## src/rtl/vicPkg.sv

```systemverilog
package vicPkg;
  localparam int OFF_CTRL  = 'h00;
  localparam int OFF_RST   = 'h04;
  localparam int OFF_SETLO = 'h08;
  localparam int OFF_SETHI = 'h0C;
  localparam int OFF_CLRLO = 'h10;
  localparam int OFF_CLRHI = 'h14;
  localparam int OFF_EOI   = 'h18;
  localparam int OFF_VEC   = 'h1C;
  localparam int EDGE_BIT  = 7;

  typedef struct packed {
    logic       softRst;
    logic [1:0] setEn;
    logic [1:0] clrEn;
    logic       cfgWr;
  } vicStrobes_t;
endpackage

```

## src/rtl/vicDatapath.sv

```systemverilog
module vicDatapath
  import vicPkg::*;
#(
  parameter int NUM_SRC = 64,
  parameter int PRIO_W  = 4,
  parameter int DATA_W  = 32,
  parameter int SRC_W   = $clog2(NUM_SRC),
  parameter int VEC_W   = $clog2(NUM_SRC) + 1
) (
  input  logic               clk,
  input  logic               rstN,
  input  vicStrobes_t        stb,
  input  logic [SRC_W-1:0]   cfgIdx,
  input  logic [DATA_W-1:0]  wdata,
  input  logic [NUM_SRC-1:0] irqIn,
  output logic [NUM_SRC-1:0] enables,
  output logic [DATA_W-1:0]  cfgRd,
  output logic [VEC_W-1:0]   vecNum,
  output logic               candAny
);
  localparam int HALF = NUM_SRC / 2;

  logic [NUM_SRC-1:0] edgeSel;
  logic [PRIO_W-1:0]  prio [NUM_SRC];
  logic [NUM_SRC-1:0] irqPrev;
  logic [NUM_SRC-1:0] edgeLatch;
  logic [NUM_SRC-1:0] pending;
  logic [NUM_SRC-1:0] cand;

  // enable halves: write-one-to-set and write-one-to-clear
  for (genvar h = 0; h < 2; h++) begin : g_half
    always_ff @(posedge clk or negedge rstN) begin
      if (!rstN) enables[h*HALF +: HALF] <= '0;
      else if (stb.softRst) enables[h*HALF +: HALF] <= '0;
      else if (stb.setEn[h])
        enables[h*HALF +: HALF] <= enables[h*HALF +: HALF] | wdata[HALF-1:0];
      else if (stb.clrEn[h])
        enables[h*HALF +: HALF] <= enables[h*HALF +: HALF] & ~wdata[HALF-1:0];
    end
  end

  // per-source configuration
  always_ff @(posedge clk or negedge rstN) begin
    if (!rstN) begin
      edgeSel <= '0;
      for (int i = 0; i < NUM_SRC; i++) prio[i] <= '0;
    end else if (stb.softRst) begin
      edgeSel <= '0;
      for (int i = 0; i < NUM_SRC; i++) prio[i] <= '0;
    end else if (stb.cfgWr) begin
      edgeSel[cfgIdx] <= wdata[EDGE_BIT];
      prio[cfgIdx]    <= wdata[PRIO_W-1:0];
    end
  end

  // edge capture, cleared by a configuration write with the edge bit low
  always_ff @(posedge clk or negedge rstN) begin
    if (!rstN) begin
      irqPrev   <= '0;
      edgeLatch <= '0;
    end else begin
      irqPrev <= irqIn;
      if (stb.softRst) edgeLatch <= '0;
      else begin
        edgeLatch <= edgeLatch | (irqIn & ~irqPrev & edgeSel);
        if (stb.cfgWr && !wdata[EDGE_BIT]) edgeLatch[cfgIdx] <= 1'b0;
      end
    end
  end

  assign pending = (edgeSel & edgeLatch) | (~edgeSel & irqIn);
  assign cand    = pending & enables;
  assign candAny = |cand;

  // arbitration: highest level, ties to the lowest number
  always_comb begin
    logic             hit;
    logic [PRIO_W-1:0] bestPrio;
    hit      = 1'b0;
    bestPrio = '0;
    vecNum   = VEC_W'(NUM_SRC);
    for (int i = 0; i < NUM_SRC; i++) begin
      if (cand[i] && (!hit || prio[i] > bestPrio)) begin
        hit      = 1'b1;
        bestPrio = prio[i];
        vecNum   = VEC_W'(i);
      end
    end
  end

  always_comb begin
    cfgRd                = '0;
    cfgRd[EDGE_BIT]      = edgeSel[cfgIdx];
    cfgRd[PRIO_W-1:0]    = prio[cfgIdx];
  end
endmodule

```

## src/rtl/vicCtrl.sv

```systemverilog
module vicCtrl
  import vicPkg::*;
#(
  parameter int NUM_SRC = 64,
  parameter int ADDR_W  = 10,
  parameter int DATA_W  = 32,
  parameter int SRC_W   = $clog2(NUM_SRC),
  parameter int VEC_W   = $clog2(NUM_SRC) + 1
) (
  input  logic               clk,
  input  logic               rstN,
  input  logic               wrEn,
  input  logic               rdEn,
  input  logic [ADDR_W-1:0]  addr,
  input  logic               wBit0,
  input  logic [NUM_SRC-1:0] enables,
  input  logic [DATA_W-1:0]  cfgRd,
  input  logic [VEC_W-1:0]   vecNum,
  input  logic               candAny,
  output vicStrobes_t        stb,
  output logic [SRC_W-1:0]   cfgIdx,
  output logic [DATA_W-1:0]  rdata,
  output logic               irqOut
);
  localparam int HALF = NUM_SRC / 2;

  logic       isReg;
  logic       isCfg;
  logic [4:0] regOff;
  logic       genEn;
  logic       inService;
  logic       eoiWr;
  logic       vecTake;

  assign isReg  = (addr[ADDR_W-1:5] == '0);
  assign regOff = addr[4:0];
  assign isCfg  = addr[ADDR_W-1] && (addr[2:0] == 3'b000);
  assign cfgIdx = addr[3 +: SRC_W];

  always_comb begin
    stb         = '0;
    stb.softRst = wrEn && isReg && regOff == 5'(OFF_RST) && wBit0;
    stb.setEn   = {wrEn && isReg && regOff == 5'(OFF_SETHI),
                   wrEn && isReg && regOff == 5'(OFF_SETLO)};
    stb.clrEn   = {wrEn && isReg && regOff == 5'(OFF_CLRHI),
                   wrEn && isReg && regOff == 5'(OFF_CLRLO)};
    stb.cfgWr   = wrEn && isCfg;
  end

  assign eoiWr   = wrEn && isReg && regOff == 5'(OFF_EOI);
  assign vecTake = rdEn && isReg && regOff == 5'(OFF_VEC) && vecNum < VEC_W'(NUM_SRC);

  always_ff @(posedge clk or negedge rstN) begin
    if (!rstN) begin
      genEn     <= 1'b0;
      inService <= 1'b0;
    end else if (stb.softRst) begin
      genEn     <= 1'b0;
      inService <= 1'b0;
    end else begin
      if (wrEn && isReg && regOff == 5'(OFF_CTRL)) genEn <= wBit0;
      if (eoiWr) inService <= 1'b0;
      else if (vecTake) inService <= 1'b1;
    end
  end

  assign irqOut = genEn && !inService && candAny;

  always_comb begin
    rdata = '0;
    if (rdEn) begin
      if (isCfg) rdata = cfgRd;
      else if (isReg) begin
        case (regOff)
          5'(OFF_CTRL):  rdata = DATA_W'(genEn);
          5'(OFF_SETLO),
          5'(OFF_CLRLO): rdata = DATA_W'(enables[HALF-1:0]);
          5'(OFF_SETHI),
          5'(OFF_CLRHI): rdata = DATA_W'(enables[NUM_SRC-1:HALF]);
          5'(OFF_VEC):   rdata = DATA_W'(vecNum);
          default:       rdata = '0;
        endcase
      end
    end
  end
endmodule

```

## src/rtl/vectorIrqCtrl.sv

```systemverilog
module vectorIrqCtrl
  import vicPkg::*;
#(
  parameter int NUM_SRC = 64,
  parameter int PRIO_W  = 4,
  parameter int ADDR_W  = 10,
  parameter int DATA_W  = 32
) (
  input  logic               clk,
  input  logic               rstN,
  input  logic               wrEn,
  input  logic               rdEn,
  input  logic [ADDR_W-1:0]  addr,
  input  logic [DATA_W-1:0]  wdata,
  output logic [DATA_W-1:0]  rdata,
  input  logic [NUM_SRC-1:0] irqIn,
  output logic               irqOut
);
  localparam int SRC_W = $clog2(NUM_SRC);
  localparam int VEC_W = SRC_W + 1;

  vicStrobes_t        stb;
  logic [SRC_W-1:0]   cfgIdx;
  logic [NUM_SRC-1:0] enables;
  logic [DATA_W-1:0]  cfgRd;
  logic [VEC_W-1:0]   vecNum;
  logic               candAny;

  vicCtrl #(.NUM_SRC(NUM_SRC), .ADDR_W(ADDR_W), .DATA_W(DATA_W)) u_ctrl (
    .clk(clk), .rstN(rstN), .wrEn(wrEn), .rdEn(rdEn), .addr(addr),
    .wBit0(wdata[0]), .enables(enables), .cfgRd(cfgRd), .vecNum(vecNum),
    .candAny(candAny), .stb(stb), .cfgIdx(cfgIdx), .rdata(rdata), .irqOut(irqOut)
  );

  vicDatapath #(.NUM_SRC(NUM_SRC), .PRIO_W(PRIO_W), .DATA_W(DATA_W)) u_dp (
    .clk(clk), .rstN(rstN), .stb(stb), .cfgIdx(cfgIdx), .wdata(wdata),
    .irqIn(irqIn), .enables(enables), .cfgRd(cfgRd), .vecNum(vecNum),
    .candAny(candAny)
  );
endmodule

```

## config.mk

```make
export PLATFORM = sky130hd
export DESIGN_NAME = vectorIrqCtrl
export DESIGN_NICKNAME = d
export VERILOG_FILES = /design/src/rtl/vicPkg.sv /design/src/rtl/vicDatapath.sv /design/src/rtl/vicCtrl.sv /design/src/rtl/vectorIrqCtrl.sv
export SDC_FILE = /design/constraint.sdc
export NUM_CORES = 2
export LEC_CHECK = 0
export BUFFER_PORTS_ARGS = -buffer_cell sky130_fd_sc_hd__buf_2
export CORE_ASPECT_RATIO = 0.7
export CORE_MARGIN = 2
export CORE_UTILIZATION = 40
export CTS_CLUSTER_DIAMETER = 150
export CTS_CLUSTER_SIZE = 16
export DETAILED_ROUTE_END_ITERATION = 8
export GPL_ROUTABILITY_DRIVEN = 0
export GPL_TIMING_DRIVEN = 0
export PLACE_DENSITY = 0.53
export SLEW_MARGIN = 20
export SYNTH_ARGS = -nofsm -noshare
export SYNTH_HDL_FRONTEND = slang
export SYNTH_HIERARCHICAL = 1
export SYNTH_SLANG_ARGS = --single-unit
```

## constraint.sdc

```tcl
create_clock -name clk -period 214.4 [get_ports clk]
set_input_delay 21.44 -clock clk [delete_from_list [all_inputs] [get_ports clk]]
set_output_delay 21.44 -clock clk [all_outputs]
set_load 0.02 [all_outputs]
```

# Word-level counts from Yosys, hierarchy flattened
# Cells that the tools add are included.
# totals
output_inout_bits	33
elab_cells	606
reg_bits	514
input_bits	110
# classes
muxes	222
bitwise	17
order_cmp	68
n_eq_ne	7
reduce_logical	221
# op_table
operator	count
2-to-1 mux 256 bit	2
2-to-1 mux 7 bit	64
bitwise AND 64 bit	6
2-to-1 mux 32 bit	9
2-to-1 mux 4 bit	66
bitwise mux 256 bit	1
2-to-1 mux 64 bit	4
greater-than comparator 4 bit	63
inverter 64 bit	3
OR 64 bit	2
one-hot mux 32 bit (4 select lines)	1
logical AND 1 bit	82
2-to-1 mux 1 bit	70
zero test 1 bit	65
bitwise AND 32 bit	2
bitwise mux 64 bit	1
OR 32 bit	2
OR reduction 64 bit	1
logical OR 1 bit	63
inverter 32 bit	1
binary-select mux 4 bit (select 6 bit)	1
demux 4 bit (select 6 bit)	1
== test 5 bit, second input constant	4
== test 5 x 4 -> 1 bit, second input constant	2
other kinds (14)	19

# Logic depth before layout (Yosys ltp)
# logic_depth
word_depth	262
ltp_mapped	576
ltp_nobuf	567

# Cells and area by module
# The synthesis kept the hierarchy.
# modules_own_cells
mod	cells_per_inst	instances	area_per_inst_um2	seq_area_each_um2
vicDatapath	4803	1	38009.0	12812.3
vicCtrl	156	1	1118.6	50.0

# Worst setup path after synthesis
# No wires, ideal clock.
# synth_timing
path_type	in2out
from	in irqIn[0]
to	out rdata[5]
arrival_time_ns	117.553
n_path_buf	11
slack_ns	75.407
required_time_ns	192.960
stages	514
path_cell_list	mux2_4 > and2_1 > nand2_1 > ha_1 > nor2b_1 > o211ai_1 > a21boi_0 > o21a_1 > o21ai_0 > inv_1 > ha_1 > nor2b_1 > o211ai_1 > a21oi_1 > o211ai_1 > mux2_2 > inv_1 > ha_1 > [... 478 more ...] > nand2b_1 > a21oi_1 > a41o_1 > a21oi_1 > nand2_1 > o31a_1 > ha_1 > nor2b_1 > o21ai_0 > nand2b_1 > a21oi_1 > a41o_1 > a21oi_1 > nor2_1 > nand4_1 > nand4b_1 > o2bb2ai_1 > a22o_1
# synth_via
elab_chain_cells	260
elab_cells_between_ends	448
classes_between	order compare: 63; mux: 193; bitwise: 3; reduce/logical: 189
# synth_lines
element	line_no	source
from (decl)	vectorIrqCtrl.sv:16	input logic [NUM_SRC-1:0] irqIn,
bitwise AND 64 bit (*)	vicDatapath.sv:71	assign pending = (edgeSel & edgeLatch) | (~edgeSel & irqIn);
OR 64 bit (*)	vicDatapath.sv:71	
bitwise AND 64 bit (*)	vicDatapath.sv:72	assign cand = pending & enables;
2-to-1 mux 4 bit or 2-to-1 mux 1 bit (tied branches)	vicDatapath.sv:83	if (cand[i] && (!hit || prio[i] > bestPrio)) begin
greater-than comparator 4 bit or zero test 1 bit (tied branches)	vicDatapath.sv:83	
logical OR 1 bit	vicDatapath.sv:83	
logical AND 1 bit	vicDatapath.sv:83	
2-to-1 mux 4 bit or 2-to-1 mux 1 bit (tied branches)	vicDatapath.sv:83	
[... 245 more ...]	--	
logical OR 1 bit	vicDatapath.sv:83	
logical AND 1 bit	vicDatapath.sv:83	
2-to-1 mux 7 bit (*)	vicDatapath.sv:83	
named net vecNum[5]	vectorIrqCtrl.sv:26	logic [VEC_W-1:0] vecNum;
one-hot mux 32 bit (4 select lines) (*)	vicCtrl.sv:74	case (regOff)
2-to-1 mux 32 bit (*)	vicCtrl.sv:73	else if (isReg) begin
2-to-1 mux 32 bit (*)	vicCtrl.sv:72	if (isCfg) rdata = cfgRd;
2-to-1 mux 32 bit (*)	vicCtrl.sv:71	if (rdEn) begin
to (decl)	vectorIrqCtrl.sv:15	output logic [DATA_W-1:0] rdata,
# Mark *: on every way through the listed nets, which the timed path passes. The rest lies on a longest branch.

# Final worst setup path
# Ends and elaborated chain as after synthesis.

==> results.toml <==
[status]
status = "finished clean"

[synthesis]
ys_warn_count = 6
synth_top_cell_area_share = 0.329
synth.yosys.seq_area_share = 0.329
syn-mean-instance-area_um2 = 7.89
synth_largest_area_cell = "sky130_fd_sc_hd__dfrtp_1"
synth_cells = 4959
synthTopCellsByArea = "sky130_fd_sc_hd__dfrtp_1, sky130_fd_sc_hd__a21oi_1, sky130_fd_sc_hd__nand2_1"
ys_ff_latch = 514
ys_flop_type = "sky130_fd_sc_hd__dfrtp_1"
synthSimpleGateAreaFrac = 0.213
synth_xor_area_frac = 0.000224
synth-compound-area-share = 0.281
ys_async_sr_fraction = 1.00
synth_mux_area_frac = 0.0492
dominant_combinational_cell_family_by_area_after_synthesis = "compound AO/OA/AOI/OAI gates"
post_synth_cell_types = 129
synthesis.area_um2 = 39100
number_of_flops_mapped_to_enable_cells_by_yosys = 0
adder_and_majority_gate_portion_of_the_synthesized_area = 0.0645

[power_and_ir_drop]
power_density_nw_per_um2 = 5.16
sequentialPowerShare = 0.466
internal-power_mw = 0.148
comb_power_share = 0.211
vdd_drop_max_mv = 0.00467
power.leakage_nw = 18.0
power.net_switching_mw = 0.0733
sw_frac_of_total = 0.332
clkPwrFrac = 0.323

[setup_path]
critical_path.most_common_cell = "sky130_fd_sc_hd__a21oi_1"
cp_slowest_cell = "sky130_fd_sc_hd__o41ai_2"
worst_setup_path_end_kind = "primary output"
ff2ff_setup_slack_ps = 199320
crit_path_max_incr_delay_ps = 880
r2r_end = "u_ctrl/inService"
regToRegStartpoint = "u_dp/edgeSel[1]"
timing.critical_path.from_type = "input pin"
reg2reg_depth = 43
arrival_ps = 139740
timing_worst_setup_path_type = "input pin to primary output"
cp_data_required_time_ps = 192960
crit_path_max_fanout = 10

[final_layout]
syn2layout_area_growth_pct = 9.49
mostFrequentLayoutCell = "sky130_fd_sc_hd__nand2_1"
finalNetCount = 5474
final_cells = 6495
fillerInstances = 9948
seqCellArea_um2 = 12900
area_of_combinational_cells_with_multiple_inputs_um2 = 23900
most-common-layout-cells = "sky130_fd_sc_hd__nand2_1, sky130_fd_sc_hd__a21oi_1, sky130_fd_sc_hd__dfrtp_1"
design_area_um2 = 42800
layout-drive-gt1-share = 0.0934

[clocking]
tritoncts_clock_tree = "built"
tritoncts.num_buffers = 38
holdBufCountCts = 0
cts_num_sinks = 514
insertion_delay_ps = 620
postCtsSetupRepairBufs = 0
clk_path_buf_depth = 3
path_clk_slew_ps = 80
post_cts_resized = 0
cts_root_buf = "sky130_fd_sc_hd__clkbuf_16"
clock_tree.htree_level_count = 2

[route]
detail_routed_net_length_per_standard_cell_um = 30.1
wl_mm = 195
initialDrtViolationCount = 6422
route.detailed.drc = 0
vias = 42300
route.antenna.remaining_nets = 0
drt-vias-per-instance = 6.51
first_pass_iters = 7

[die]
rows = 95
design.portCount = 143
die-width_um = 378
die_area_um2 = 100000
design.core.area_um2 = 96500
floorplan.die.height_um = 266
initial_utilization = 0.405

[sta]
report.final.setup_viol = 0
relSlewSlack = 0.0915
worst_pin_slew_ps = 1360
final.setup.tns_ps = 0
final.setup_skew_ps = 16.5
rsz0062_at_grt = "false"
final_hold_viol_count = 0
maxSlewViolCount = 0
fin_crit_sh = 0.752
fmax_ghz = 0.00620
finalCriticalPeriod_ps = 161180

[placement]
number_of_instances_in_the_placed_design = 6437
io_buffer_count = 136
dpl_cell_area_um2 = 41800
place.detailed.hpwl_mm = 150

[global_route]
groute.usage.overall = 0.379
grt_use_met2 = 0.460
grt_start_max_net_pins = 91
grtUsageMet3 = 0.164
number_of_antenna_violations_at_the_first_check_in_global_routing = 15
via_count_of_the_first_global_routing_pass = 37300
global_route.usage.met1 = 0.573
grt_first_pass_wirelength_mm = 277
grt.busiest_layer = "met1"
overflow = 0

[hold_path]
whs_endpoint = "u_dp/edgeLatch[44]"
hold_path.startpoint = "u_dp/irqPrev[44]"
worst_hold_path.num_cells = 3
worstHoldPathType = "flip-flop to flip-flop"

[flow_run]
cap_viol_max_count = 0
==> cell usage after synthesis, types with 131 or more instances <==
library cell	n
sky130_fd_sc_hd__nor2_1	293
sky130_fd_sc_hd__a22oi_1	174
sky130_fd_sc_hd__nor3_1	168
sky130_fd_sc_hd__clkbuf_1	240
sky130_fd_sc_hd__a21oi_1	543
sky130_fd_sc_hd__nand2_1	657
sky130_fd_sc_hd__dfrtp_1	514
sky130_fd_sc_hd__a31oi_1	131
sky130_fd_sc_hd__ha_1	196
sky130_fd_sc_hd__nand3_1	251
sky130_fd_sc_hd__inv_1	303
sky130_fd_sc_hd__o21ai_0	306
==> kinds of logic (layout without fill, tap and decap cells) <==
group | Yosys count | count (layout)
AND/OR/NAND/NOR | 1756 | 1756
AO/OA/AOI/OAI | 1696 | 1696
buffers and inverters | 608 | 793
flip-flops | 514 | 514
adder cells (fa/ha/maj) | 203 | 203
multiplexers | 180 | 180
other | 1 | 43
XOR/XNOR | 1 | 1
==> power groups by stage <==
| stage | sequential [mW] | combinational (mW) | clock [mW] |
|---|---|---|---|
| after floorplan | 0.103 | 0.0287 | 0 |
| after global placement | 0.105 | 0.0437 | 0 |
| after detailed placement | 0.105 | 0.0446 | 0 |
| after CTS | 0.103 | 0.0448 | 0.0717 |
| after global routing | 0.103 | 0.0505 | 0.0754 |
| final | 0.103 | 0.0466 | 0.0714 |
==> stage by stage <==
stage | utilization | setup slack, ps | power (mW) | hold WS [ps]
5_1_grt | 0.443 | 44040 | 0.229 | 574
6_report | 0.444 | 53220 | 0.221 | 559
2_1_floorplan | - | 75410 | 0.132 | 470
3_5_place_dp | 0.433 | 56780 | 0.149 | 539
4_1_cts | 0.443 | 56160 | 0.219 | 559
3_3_place_gp | 0.430 | 57300 | 0.148 | 536
==> worst max-delay path by stage <==
stage / start / endpoint / slack (ps) / cells past startpoint
after global routing: irqIn[0] / rdata[5] / 44040 / 527
after CTS: irqIn[0] / rdata[5] / 56160 / 520
after global placement: irqIn[0] / rdata[5] / 57300 / 518
after floorplan: irqIn[0] / rdata[5] / 75410 / 514
final: irqIn[0] / rdata[5] / 53220 / 519
after detailed placement: irqIn[0] / rdata[5] / 56780 / 520
==> registers in the layout (all words and copies together) (netlist names) <==
register          cells
u_ctrl/inService      1
u_dp/prio           256
u_dp/edgeLatch       64
u_dp/irqPrev         64
u_dp/edgeSel         64
u_ctrl/genEn          1
u_dp/enables         64
==> area by class of cell <==
class	instances	share of cell area
diodes	16	0.000935
plain buffers	305	0.0323
clock buffers	38	0.0222
clock inverters	4	0.00117
inverters	303	0.0265
multi-input cells	3863	0.558
flip-flops and latches	514	0.300
well taps	1309	0.0382
repair buffers	143	0.0202
==> critical path, delay by kind of cell <==
family | cells | cell delay [ps]
AOI/OAI and AO/OA | 259 | 60540
adders and majority gates | 69 | 20930
buffers and inverters | 36 | 5140
muxes | 23 | 7750
and+or+nand+nor | 132 | 23720
==> per-layer routing <==
layer / vias up / share of wire
met5: - / 0.00060
li1: 18500 / -
met1: 20300 / 0.45
met3: 444 / 0.16
met2: 2979 / 0.35
met4: 18 / 0.043
Note: power is estimated with default switching activity, not from simulation.
